$ cat src/rtl/isa_bridge_pkg.sv
`timescale 1ns/1ps
package isa_bridge_pkg;
  localparam int unsigned N_REPLY = 2;

  typedef struct packed {
    logic rd;
    logic wr;
  } mem_req_t;
endpackage

$ cat src/rtl/addr_latch_dec.sv
`timescale 1ns/1ps
module addr_latch_dec
  import isa_bridge_pkg::*;
#(
  parameter int unsigned ADDR_W    = 24,
  parameter int unsigned LATCH_LSB = 20,
  parameter int unsigned WIN_LOG2  = 17,
  parameter logic [ADDR_W-1:0] WIN_BASE = 24'h100000,
  localparam int unsigned HI_W = ADDR_W - LATCH_LSB,
  localparam int unsigned WA_W = WIN_LOG2 - 1
) (
  input  logic                 clk_i,
  input  logic                 rst_ni,
  input  logic                 bale_i,
  input  logic [HI_W-1:0]      la_hi_i,
  input  logic [LATCH_LSB-1:0] sa_i,
  input  mem_req_t             req_i,
  output logic [HI_W-1:0]      la_q_o,
  output logic [WA_W-1:0]      word_addr_o,
  output logic                 cs_n_o,
  output logic                 oe_n_o,
  output logic                 we_n_o
);
  logic            bale_q;
  logic [HI_W-1:0] la_q;
  logic            hit;

  // capture on the strobe's falling edge, hold until the next one
  always_ff @(posedge clk_i or negedge rst_ni) begin
    if (!rst_ni) begin
      bale_q <= 1'b0;
      la_q   <= '0;
    end else begin
      bale_q <= bale_i;
      if (bale_q && !bale_i) la_q <= la_hi_i;
    end
  end

  always_comb begin
    hit         = ({la_q, sa_i} >> WIN_LOG2) == (WIN_BASE >> WIN_LOG2);
    word_addr_o = sa_i[WIN_LOG2-1:1];
    cs_n_o      = !(hit && (req_i.rd || req_i.wr));
    oe_n_o      = !(hit && req_i.rd);
    we_n_o      = !(hit && req_i.wr);
  end

  assign la_q_o = la_q;
endmodule

$ cat src/rtl/reply_pulse.sv
`timescale 1ns/1ps
module reply_pulse #(
  parameter int unsigned PULSE_LEN = 4,
  localparam int unsigned CNT_W = $clog2(PULSE_LEN + 1)
) (
  input  logic clk_i,
  input  logic rst_ni,
  input  logic fire_i,
  output logic pulse_o
);
  logic [CNT_W-1:0] cnt_q;

  always_ff @(posedge clk_i or negedge rst_ni) begin
    if (!rst_ni)             cnt_q <= '0;
    else if (fire_i)         cnt_q <= CNT_W'(PULSE_LEN);
    else if (cnt_q != '0)    cnt_q <= cnt_q - 1'b1;
  end

  assign pulse_o = (cnt_q != '0);
endmodule

$ cat src/rtl/dsp_handshake.sv
`timescale 1ns/1ps
module dsp_handshake
  import isa_bridge_pkg::*;
#(
  parameter int unsigned IO_W      = 16,
  parameter int unsigned PULSE_LEN = 4,
  parameter logic [N_REPLY*IO_W-1:0] PORTS = {16'h0302, 16'h0300}
) (
  input  logic               clk_i,
  input  logic               rst_ni,
  input  logic               iow_n_i,
  input  logic [IO_W-1:0]    io_addr_i,
  input  logic [N_REPLY-1:0] flag_i,
  output logic [N_REPLY-1:0] host_irq_o,
  output logic [N_REPLY-1:0] reply_o
);
  logic iow_q;
  logic wr_edge;

  always_ff @(posedge clk_i or negedge rst_ni) begin
    if (!rst_ni) begin
      iow_q      <= 1'b1;
      host_irq_o <= '0;
    end else begin
      iow_q      <= iow_n_i;
      host_irq_o <= flag_i;
    end
  end

  assign wr_edge = iow_q && !iow_n_i;

  for (genvar k = 0; k < N_REPLY; k++) begin : g_reply
    logic fire;
    assign fire = wr_edge && (io_addr_i == PORTS[k*IO_W +: IO_W]);
    reply_pulse #(.PULSE_LEN(PULSE_LEN)) u_pulse (
      .clk_i  (clk_i),
      .rst_ni (rst_ni),
      .fire_i (fire),
      .pulse_o(reply_o[k])
    );
  end
endmodule

$ cat src/rtl/isa_shram_bridge.sv
`timescale 1ns/1ps
module isa_shram_bridge
  import isa_bridge_pkg::*;
#(
  parameter int unsigned ADDR_W    = 24,
  parameter int unsigned LATCH_LSB = 20,
  parameter int unsigned WIN_LOG2  = 17,
  parameter logic [ADDR_W-1:0] WIN_BASE = 24'h100000,
  parameter int unsigned IO_W      = 16,
  parameter logic [IO_W-1:0] PORT_FILL  = 16'h0300,
  parameter logic [IO_W-1:0] PORT_DRAIN = 16'h0302,
  parameter int unsigned PULSE_LEN = 4,
  localparam int unsigned HI_W = ADDR_W - LATCH_LSB,
  localparam int unsigned WA_W = WIN_LOG2 - 1
) (
  input  logic                 clk_i,
  input  logic                 rst_ni,
  input  logic                 bale_i,
  input  logic [HI_W-1:0]      la_hi_i,
  input  logic [LATCH_LSB-1:0] sa_i,
  input  logic                 memr_n_i,
  input  logic                 memw_n_i,
  input  logic                 iow_n_i,
  input  logic [1:0]           dsp_flag_i,
  output logic [WA_W-1:0]      mem_addr_o,
  output logic                 mem_cs_n_o,
  output logic                 mem_oe_n_o,
  output logic                 mem_we_n_o,
  output logic [1:0]           host_irq_o,
  output logic [1:0]           dsp_irq_o
);
  mem_req_t        req;
  logic [HI_W-1:0] la_q;

  assign req.rd = !memr_n_i;
  assign req.wr = !memw_n_i;

  addr_latch_dec #(
    .ADDR_W   (ADDR_W),
    .LATCH_LSB(LATCH_LSB),
    .WIN_LOG2 (WIN_LOG2),
    .WIN_BASE (WIN_BASE)
  ) u_dec (
    .clk_i      (clk_i),
    .rst_ni     (rst_ni),
    .bale_i     (bale_i),
    .la_hi_i    (la_hi_i),
    .sa_i       (sa_i),
    .req_i      (req),
    .la_q_o     (la_q),
    .word_addr_o(mem_addr_o),
    .cs_n_o     (mem_cs_n_o),
    .oe_n_o     (mem_oe_n_o),
    .we_n_o     (mem_we_n_o)
  );

  dsp_handshake #(
    .IO_W     (IO_W),
    .PULSE_LEN(PULSE_LEN),
    .PORTS    ({PORT_DRAIN, PORT_FILL})
  ) u_hs (
    .clk_i     (clk_i),
    .rst_ni    (rst_ni),
    .iow_n_i   (iow_n_i),
    .io_addr_i (sa_i[IO_W-1:0]),
    .flag_i    (dsp_flag_i),
    .host_irq_o(host_irq_o),
    .reply_o   (dsp_irq_o)
  );
endmodule

$ cat config.mk
export PLATFORM = sky130hd
export DESIGN_NAME = isa_shram_bridge
export DESIGN_NICKNAME = d
export VERILOG_FILES = /design/src/rtl/isa_bridge_pkg.sv /design/src/rtl/addr_latch_dec.sv /design/src/rtl/reply_pulse.sv /design/src/rtl/dsp_handshake.sv /design/src/rtl/isa_shram_bridge.sv
export SDC_FILE = /design/constraint.sdc
export NUM_CORES = 1
export LEC_CHECK = 0
export CORE_AREA = 2 2 52 54
export CTS_CLUSTER_DIAMETER = 40
export CTS_CLUSTER_SIZE = 24
export DETAILED_ROUTE_END_ITERATION = 8
export DIE_AREA = 0 0 54 56
export GPL_TIMING_DRIVEN = 0
export PLACE_DENSITY = 0.86
export SETUP_SLACK_MARGIN = 0.3
export SYNTH_ARGS = -nofsm -noshare
export SYNTH_HDL_FRONTEND = slang
export SYNTH_HIERARCHICAL = 1
export SYNTH_SLANG_ARGS = --single-unit
$ cat constraint.sdc
create_clock -name clk_i -period 2.2 [get_ports clk_i]
set_input_delay 0.22 -clock clk_i [delete_from_list [all_inputs] [get_ports clk_i]]
set_output_delay 0.22 -clock clk_i [all_outputs]
set_load 0.005 [all_outputs]
Yosys cells after proc, flatten, opt, wreduce, memory -nomap -nowiden
Cells that the tools add are included.

storage, ports and cells
  register bits after elaboration = 14
  input port bits = 32
  output and inout port bits = 23
  word-level logic and storage cells = 34

operators by class
  add/subtract/negate cells = 2
  equality and inequality tests = 3
  multiplexer cells = 4
  reductions and logical operators = 19

operators with widths
  cell                                                   count
  equality test 16 x 10 -> 1 bit, second input constant  2
  2-to-1 mux 3 bit                                       4
  equality test 7 x 4 -> 1 bit, second input constant    1
  logical AND 1 bit                                      7
  logical NOT 1 bit                                      7
  nonzero test 3 bit                                     2
  subtractor 3 x 1 -> 3 bit, second input constant       2
  nonzero test 2 bit                                     2
  logical OR 1 bit                                       1

Logic depth before layout (Yosys ltp)
Gate-level depths: netlist of run 1.

  word-level depth = 4
  mapped depth = 5
  mapped depth without buffers = 5

Hierarchy
Netlist of run 1, hierarchy kept.

by module, submodules not included
  module            instances  cells an instance  area each (um^2)  seq. area each (um^2)
  reply_pulse       2          16                 177.7             75.1
  addr_latch_dec    1          31                 350.3             125.1
  dsp_handshake     1          12                 141.4             76.3
  isa_shram_bridge  1          2                  7.5               0.0

Least setup slack after synthesis of run 1
OpenSTA, ideal clock, no wires.

  path kind = in2reg
  start point = input sa_i[10]
  end point = register u_hs.g_reply[0].u_pulse.cnt_q[0]
  setup time = 125 ps
  data arrival time = 1,800 ps
  data required time = 2,075 ps
  setup slack = 275 ps
  stages on the path = 5
  buffers on the path = 0
  cells stage by stage = or4_4 > or4_1 > nor2_1 > and2b_1 > mux2_2

between the ends
  longest elaborated chain between the ends = 3
  elaborated cells between the ends (all ways) = 4
  those cells by class = eq/ne (1); mux (1); reduce/logical (2)

ends and longest elaborated chain
  element                                                        line                    source
  start, declared                                                isa_shram_bridge.sv:20  input logic [LATCH_LSB-1:0] sa_i,
  equality test 16 x 10 -> 1 bit (*)                             dsp_handshake.sv:34     assign fire = wr_edge && (io_addr_i == PORTS[k*IO_W +: IO_W]);
  logical AND 1 bit (*)                                          dsp_handshake.sv:34
  via u_hs.g_reply[0].fire                                       dsp_handshake.sv:33     logic fire;
  2-to-1 mux 3 bit / nonzero test 2 bit (equally long branches)  --
  end signal, assigned                                           reply_pulse.sv:15       else if (fire_i) cnt_q <= CNT_W'(PULSE_LEN);
  end signal, assigned                                           reply_pulse.sv:16       else if (cnt_q != '0) cnt_q <= cnt_q - 1'b1;
  end, declared                                                  reply_pulse.sv:11       logic [CNT_W-1:0] cnt_q;

Mark *: on every way through the listed nets, which the timed path passes. The rest lies on a longest branch.
A chain may end at the register's enable or synchronous reset.

Worst setup path in the final report of run 1
  start point = input sa_i[13]
  end point = register u_hs.g_reply[0].u_pulse.cnt_q[0]

Same word-level chain as after synthesis.

==> results.md, run 1 <==
* Synth Area in Adders at 5.857%
* Hpwl dp at 1.675 mm
* Aggregate global routing overflow at 0
* CP peak stage delay at 0.56 ns
* Maximum clock rate at 521.9 MHz
* Synth area leader: dfrtp_1
* Mapped Cells at 77
* CTS Root Cell: clkbuf_4
* Final Hold Vio Count at 0
* Post-synth top area share at 38.07%
* Max-slew violation count at 0
* Die area at 3024 um2
* Largest family of logic cells by synthesized area: simple AND/OR/NAND/NOR gates
* WL/cell at 12.22 um
* #FFs+latches synth at 14
* # IOs at 55
* Yosys warns at 6
* Distinct cells, synth at 24
* Post-synth net total at 113
* Fraction of the mapped netlist area in simple logic gates at 23.72%
* DRT Wirelength at 2.077 mm
* XOR/XNOR Fraction of Synth Area at 0%
* CP max stage cell: or4_4
* Vias at 764
* Post-synthesis compound-gate area fraction at 4.685%
* Endpoints failing setup at 0
* Fin crit share at 87.10%
* Largest net degree at the start of global routing at 15
* Clock Sinks at 14
* Final Power at 0.001031 W
* Vias in the first global route at 760
* Crit path cell chain: dlygate4sd2_1 -> or4_4 -> or4_4 -> nor2_4 -> and2b_1 -> mux2_2
* GPL Wtd Cong at 0.6592
* Starting density of the core at 35.13%
* CTS tree: done
* Worst setup SP type: input port
* RSZ-0062 raised after global routing: true
* Mapped cell area at 854.6 um2
* Vias per inst at 4.494
* Crit Path Max Fanout at 3
* First-pass GRT wire length at 3.208 mm
* Static Leak at 0.6924 nW
* Site Rows at 18
* Net count, final at 177
* Outcome: complete, no violations
* Tightest Pin Transition at 0.5925 ns
* Ant. Diodes at 0
* Syn_area_per_cell at 11.10 um2
* Synth Flop Type: dfrtp_1
* Initial antenna violation count at 0
* Clock Latency Late Sink at 0.28 ns
* CP dominant cell by count: or4_4
* Number of port buffers at 53
* Setup CP Type: in2reg
* DRC viols at 0
* Core ar. at 2432 um2
* Count leader, synth: buf_4
* Req. time, crit path at 2.38 ns
* Skew final at 0.001040 ns
* Tot GR Track Use at 14.56%
* Iteration-0 DRC Markers at 5
* Register area share after synthesis at 41.14%
* Die span in y at 56 um
* Top post-synthesis cells by count: buf_4 (16), dfrtp_1 (13), inv_1 (6), mux2_2 (6), nor2_1 (5)
* CTS Buffer Depth at 2
* Die extent in x at 54 um
* Data arrival, critical path at 2.09 ns
* Setup TNS at 0 ns
* Max-slew headroom at 60.37%
* Mux cell area share after synthesis at 7.906%
* HP Class: in2reg
* EDFF count, synth at 0
* Crit path time final at 1.916 ns
* ANT nets after route at 0
* Total CTS buffers at 3
* CTS clk-pin slew, worst paths at 0.08 ns
* Share of cells above drive strength 1 at 30.71%
* Area grow syn2layout at 81.26%
* Maximum vdd drop at 457.2 uV
* Synth top area cells: dfrtp_1 (38%), buf_4 (14%), mux2_2 (7.9%), ha_1 (5.9%), nand2b_4 (3.2%)
* Power per cell area at 665.3 nW/um2
* Number of detailed-route iterations in the first pass at 4
* Synth async-reset ratio at 100.0%
* MaxCap Viol Count at 0
* # H-tree levels at 1
* Critical Path Sink Type: flip-flop
==> through the flow <==
stage | utilization (%) | setup slack [ns] | std cells | hold WS, ns | area (um2)
final | 63.68 | 0.2838 | 170 | 0.1352 | 1549
after global routing | 63.68 | 0.2121 | 170 | 0.1165 | 1549
after CTS | 62.45 | 0.2763 | 169 | 0.1149 | 1519
after detailed placement | 58.59 | -0.2804 | 160 | 0.4980 | 1425
after global placement | 58.59 | -0.1997 | 160 | 0.4943 | 1425
after floorplan | - | 0.2995 | 77 | -0.07559 | 857.1
==> state kept, by name, indices dropped and copies added, names as in the netlist <==
register,count
u_dec/bale_q,1
u_dec/la_q_o,4
u_hs/g_reply.u_pulse/cnt_q,6
u_hs/host_irq_o,2
u_hs/iow_q,1
==> power by group <==
part	switching, W	total (W)	internal, W
Clock	0.0000843	0.000185	0.000101
Sequential	0.0000487	0.000381	0.000332
Combinational	0.000173	0.000464	0.000291
==> metal layers <==
layer / vias up / track usage (%) / part of all wire [%]
li1: 374 / - / -
met4: 0 / 8.571 / 1.9
met2: 35 / 27.18 / 55
met5: - / 0 / 0
met3: 4 / 2.419 / 8.1
met1: 351 / 13.97 / 35
==> worst max-delay path: cells and delay by family <==
kind / cells / cell delay [ns]
AND/OR/NAND/NOR: 4 / 1.38
multiplexers: 1 / 0.25
buffers and inverters: 1 / 0.24
==> logic make-up after synthesis <==
logic type	after synthesis
buffers and inverters	22
flip-flops	14
AND/OR/NAND/NOR	26
adder cells (fa/ha/maj)	4
AO/OA/AOI/OAI	5
multiplexers	6
==> path summary, 6_finish.rpt <==
| path | startpoint | depth (start not counted) | slack (ns) | end |
|---|---|---|---|---|
| worst max-delay path | sa_i[13] | 6 | 0.28 | u_hs/g_reply[0].u_pulse/cnt_q[0] |
| worst min-delay path | iow_n_i | 1 | 0.14 | u_hs/iow_q |
| min in group asynchronous | rst_ni | 1 | 0.30 | u_dec/la_q_o[2] |
| worst min register to register | u_dec/la_q_o[2] | 1 | 0.51 | u_dec/la_q_o[2] |
| max in group asynchronous | rst_ni | 1 | 1.51 | u_hs/host_irq_o[1] |
| worst max register to register | u_hs/iow_q | 5 | 0.52 | u_hs/g_reply[1].u_pulse/cnt_q[0] |
==> layout make-up <==
class / count / area (um2)
fill: 197 / 883.3
timing repair buffer: 59 / 581.8
multi-input combinational: 41 / 399.1
sequential: 14 / 351.6
buffer: 16 / 120.1
tap: 30 / 37.54
clock buffer: 4 / 36.28
inverter: 6 / 22.52
==> placed cells by master (no fill, tap or decap) <==
cell / synthesis / layout
a211o_1: 2 / 2
a211oi_1: 2 / 2
and2b_1: 2 / 2
buf_4: 16 / 22
clkbuf_4: 0 / 3
clkbuf_8: 0 / 1
clkdlybuf4s15_1: 0 / 1
clkdlybuf4s50_1: 0 / 45
dfrtp_1: 13 / 13
dfstp_2: 1 / 1
dlygate4sd2_1: 0 / 3
dlymetal6s2s_1: 0 / 4
ha_1: 4 / 4
inv_1: 6 / 6
mux2_2: 6 / 6
nand2b_1: 2 / 2
nand2b_4: 2 / 2
nand3_1: 2 / 2
nand4b_1: 1 / 1
nor2_1: 5 / 4
nor2_4: 0 / 1
nor2b_1: 2 / 2
nor2b_4: 1 / 1
nor3_1: 1 / 1
nor3b_1: 2 / 2
nor4_2: 0 / 1
nor4_4: 0 / 1
nor4b_2: 0 / 1
nor4b_4: 1 / 1
o211ai_1: 1 / 1
or4_4: 1 / 2
==> timing repair <==
| action | CTS | global route |
|---|---|---|
| hold endpoints to repair | 0 | 0 |
| resized for setup | 9 | 6 |
| cloned | 0 | 0 |
| setup buffers | 5 | 1 |
| endpoints found under the setup margin | 3 | 5 |
| pin swaps | 6 | 4 |
| hold buffers | 0 | 0 |
Power figures use the tool's default switching activity.
==> inputs of run 2 (changes only) <==
--- a/config.mk
+++ b/config.mk
@@ -6,7 +6,6 @@
 export NUM_CORES = 1
 export LEC_CHECK = 0
 export CORE_AREA = 2 2 52 54
-export CTS_CLUSTER_DIAMETER = 40
 export CTS_CLUSTER_SIZE = 24
 export DETAILED_ROUTE_END_ITERATION = 8
 export DIE_AREA = 0 0 54 56
==> results of run 2 <==
Same layout as run 1: the final DEF is identical, and so are final timing and power.
==> inputs of run 3 (changes only) <==
--- a/config.mk
+++ b/config.mk
@@ -11,6 +11,7 @@
 export DIE_AREA = 0 0 54 56
 export GPL_TIMING_DRIVEN = 0
 export PLACE_DENSITY = 0.86
+export RECOVER_POWER = 50
 export SETUP_SLACK_MARGIN = 0.3
 export SYNTH_ARGS = -nofsm -noshare
 export SYNTH_HDL_FRONTEND = slang
==> run 3 against run 2 <==
Against the previous run: setup slack worse by 0.045 ns; critical path type unchanged; critical endpoint unchanged; first-iteration DRC count stayed put; combinational power hardly changed; maximum frequency is 2.3% lower; wire length is 0.72% higher; non-clock buffer count stayed put; highest routed layer unchanged; sequential power hardly changed; largest cell class unchanged.
==> results.md, run 3 (synthesis gave the netlist of run 1 again) <==
* DRC viols at 0 (unchanged)
* Worst Path Buf+Inv at 1 (unchanged)
* Most frequent cells in the layout: clkdlybuf4s50_1 (39), buf_4 (22), dfrtp_1 (13) (was clkdlybuf4s50_1 (45), buf_4 (22), dfrtp_1 (13))
* Hpwl dp at 1.675 mm (unchanged)
* Fin crit share at 89.16% (was 87.10%)
* Most common cell after layout, fill and taps aside: clkdlybuf4s50_1 (unchanged)
* Critical Path Sink Type: flip-flop (unchanged)
* Static Leak at 0.6789 nW (was 0.6924 nW)
* Site Rows at 18 (unchanged)
* CTS clk-pin slew, worst paths at 0.08 ns (about the same)
* Fillers at 199 (was 197)
* CP peak stage delay at 0.56 ns (about the same)
* Data arrival, critical path at 2.14 ns (was 2.09 ns)
* Die span in y at 56 um (unchanged)
* Setup CP Type: in2reg (unchanged)
* Max reg flops at 6 (unchanged)
* Skew final at 0.0008326 ns (was 0.001040 ns)
* Clock Sinks at 14 (unchanged)
* Pre-CTS setup slack at -0.2804 ns (unchanged)
* Tightest Pin Transition at 0.5984 ns (was 0.5925 ns)
* Starting density of the core at 35.13% (unchanged)
* Max-slew violation count at 0 (unchanged)
* Endpoints failing setup at 0 (unchanged)
* CTS tree: done (unchanged)
* Worst hold start: iow_n_i (unchanged)
* Vias in the first global route at 760 (unchanged)
* RSZ-0062 raised after global routing: true (unchanged)
* Maximum vdd drop at 455.1 uV (was 457.2 uV)
* Total CTS buffers at 3 (unchanged)
* DRT Wirelength at 2.092 mm (was 2.077 mm)
* Share of cells above drive strength 1 at 30.00% (was 30.71%)
* MaxCap Viol Count at 0 (unchanged)
* CP dominant cell by count: or4_4 (unchanged)
* Net count, final at 177 (unchanged)
* Critical path depth at 6 (unchanged)
* Die area at 3024 um2 (unchanged)
* Crit path cell chain: clkdlybuf4s25_1 -> or4_4 -> or4_4 -> nor2_4 -> and2b_1 -> mux2_2 (was dlygate4sd2_1 -> or4_4 -> or4_4 -> nor2_4 -> and2b_1 -> mux2_2)
* HP Class: in2reg (unchanged)
* Most flop-heavy register: u_hs/g_reply.u_pulse/cnt_q (unchanged)
* Largest net degree at the start of global routing at 15 (unchanged)
* Critical path origin: iow_n_i (was sa_i[13])
* Setup ws final at 0.2386 ns (was 0.2838 ns)
* GPL Wtd Cong at 0.6592 (unchanged)
* R2R Path Start: u_hs/iow_q (unchanged)
* End of the worst register-to-register path: u_hs/g_reply[1].u_pulse/cnt_q[0] (unchanged)
* Max-slew headroom at 59.97% (was 60.37%)
* Number of detailed-route iterations in the first pass at 4 (unchanged)
* Area grow syn2layout at 80.09% (was 81.26%)
* Aggregate global routing overflow at 0 (unchanged)
* Clock Latency Late Sink at 0.28 ns (about the same)
* Worst r2r path cells at 5 (unchanged)
* Crit path time final at 1.961 ns (was 1.916 ns)
* Initial antenna violation count at 0 (unchanged)
* Vias at 765 (was 764)
* Final Hold Vio Count at 0 (unchanged)
* Vias per inst at 4.500 (was 4.494)
* Top delay family on crit path: simple AND/OR/NAND/NOR gates (unchanged)
* CTS Buffer Depth at 2 (unchanged)
* First-pass GRT wire length at 3.208 mm (unchanged)
* WL/cell at 12.31 um (was 12.22 um)
* CTS Root Cell: clkbuf_4 (unchanged)
* Maximum clock rate at 509.8 MHz (was 521.9 MHz)
* Crit Path Max Fanout at 3 (unchanged)
* # hold bufs at CTS at 0 (unchanged)
* Number of port buffers at 53 (unchanged)
* R2r setup slk at 0.52 ns (about the same)
* CP max stage cell: or4_4 (unchanged)
* Req. time, crit path at 2.38 ns (about the same)
* # H-tree levels at 1 (unchanged)
* Power per cell area at 667.9 nW/um2 (was 665.3 nW/um2)
* Placed Area at 1425 um2 (unchanged)
* Iteration-0 DRC Markers at 5 (unchanged)
* Outcome: complete, no violations (unchanged)
* Ant. Diodes at 0 (unchanged)
* Die extent in x at 54 um (unchanged)
* Crit path capture: u_hs/g_reply[0].u_pulse/cnt_q[0] (unchanged)
* # IOs at 55 (unchanged)
* ANT nets after route at 0 (unchanged)
* Fin area at 1539 um2 (was 1549 um2)
* Worst setup SP type: input port (unchanged)
* Tot GR Track Use at 14.56% (unchanged)
* Core ar. at 2432 um2 (unchanged)
[run 3: cell types whose count changed in the layout (fill, tap and decap cells not counted)]
cell and delta:
clkdlybuf4s25_1 +2, dlygate4sd3_1 +6, nor2b_1 +1, clkdlybuf4s50_1 -6
nor2b_4 -1, dlymetal6s2s_1 -1, clkdlybuf4s15_1 -1
[run 3: layer usage]
metal  vias to the layer above  track usage (%)  wire [um]
li1                        374                -          -
met5                         -                0          0
met3                         4            2.419        162
met4                         0            8.571         40
met2                        35            27.18       1148
met1                       352            13.97        741
[run 3: stage by stage]
step	setup TNS, ns	utilization (%)	std cells	hold slack [ns]	total power (W)
after floorplan	0	-	77	-0.07559	0.0006711
after global placement	-0.3989	58.59	160	0.4943	0.0008194
after detailed placement	-0.4940	58.59	160	0.4980	0.0008541
after CTS	0	62.45	169	0.1149	0.001049
after global routing	0	63.27	170	0.1807	0.001107
final	0	63.27	170	0.2000	0.001028
[run 3: where the power goes]
part	internal (W)	switching [W]
Combinational	0.000288	0.000172
Sequential	0.000332	0.0000488
Clock	0.000101	0.0000853
[run 3: worst register-to-register path: stages, from the launching register on]
cell and delay (ns):
dfstp_2 0.52, nand4b_1 0.09, buf_4 0.18, nor4_4 0.32, and2b_1 0.22, mux2_2 0.25
[run 3: final cells by class]
cell class                      instances  area (um2)  area share (%)
Multi-Input combinational cell         41       391.6           25.45
Inverter                                6       22.52           1.463
Timing Repair Buffer                   59       579.3           37.64
Sequential cell                        14       351.6           22.85
Tap cell                               30       37.54           2.439
Clock buffer                            4       36.28           2.358
Buffer                                 16       120.1           7.805
[run 3: how the worst min path moves through the flow]
stage | to | slack [ns] | depth (start not counted)
3_3_place_gp | u_dec/la_q_o[2] | 0.49 | 1
3_5_place_dp | u_dec/la_q_o[2] | 0.50 | 1
5_1_grt | u_hs/iow_q | 0.18 | 1
6_report | u_hs/iow_q | 0.20 | 1
4_1_cts | u_hs/iow_q | 0.11 | 1
2_1_floorplan | u_dec/bale_q | -0.08 | 0
[run 3: timing repair]
item / in CTS / in global routing
buffers inserted: 5 / 1
endpoints found under the setup margin: 3 / 5
pin swaps: 6 / 4
gates resized for setup: 9 / 6
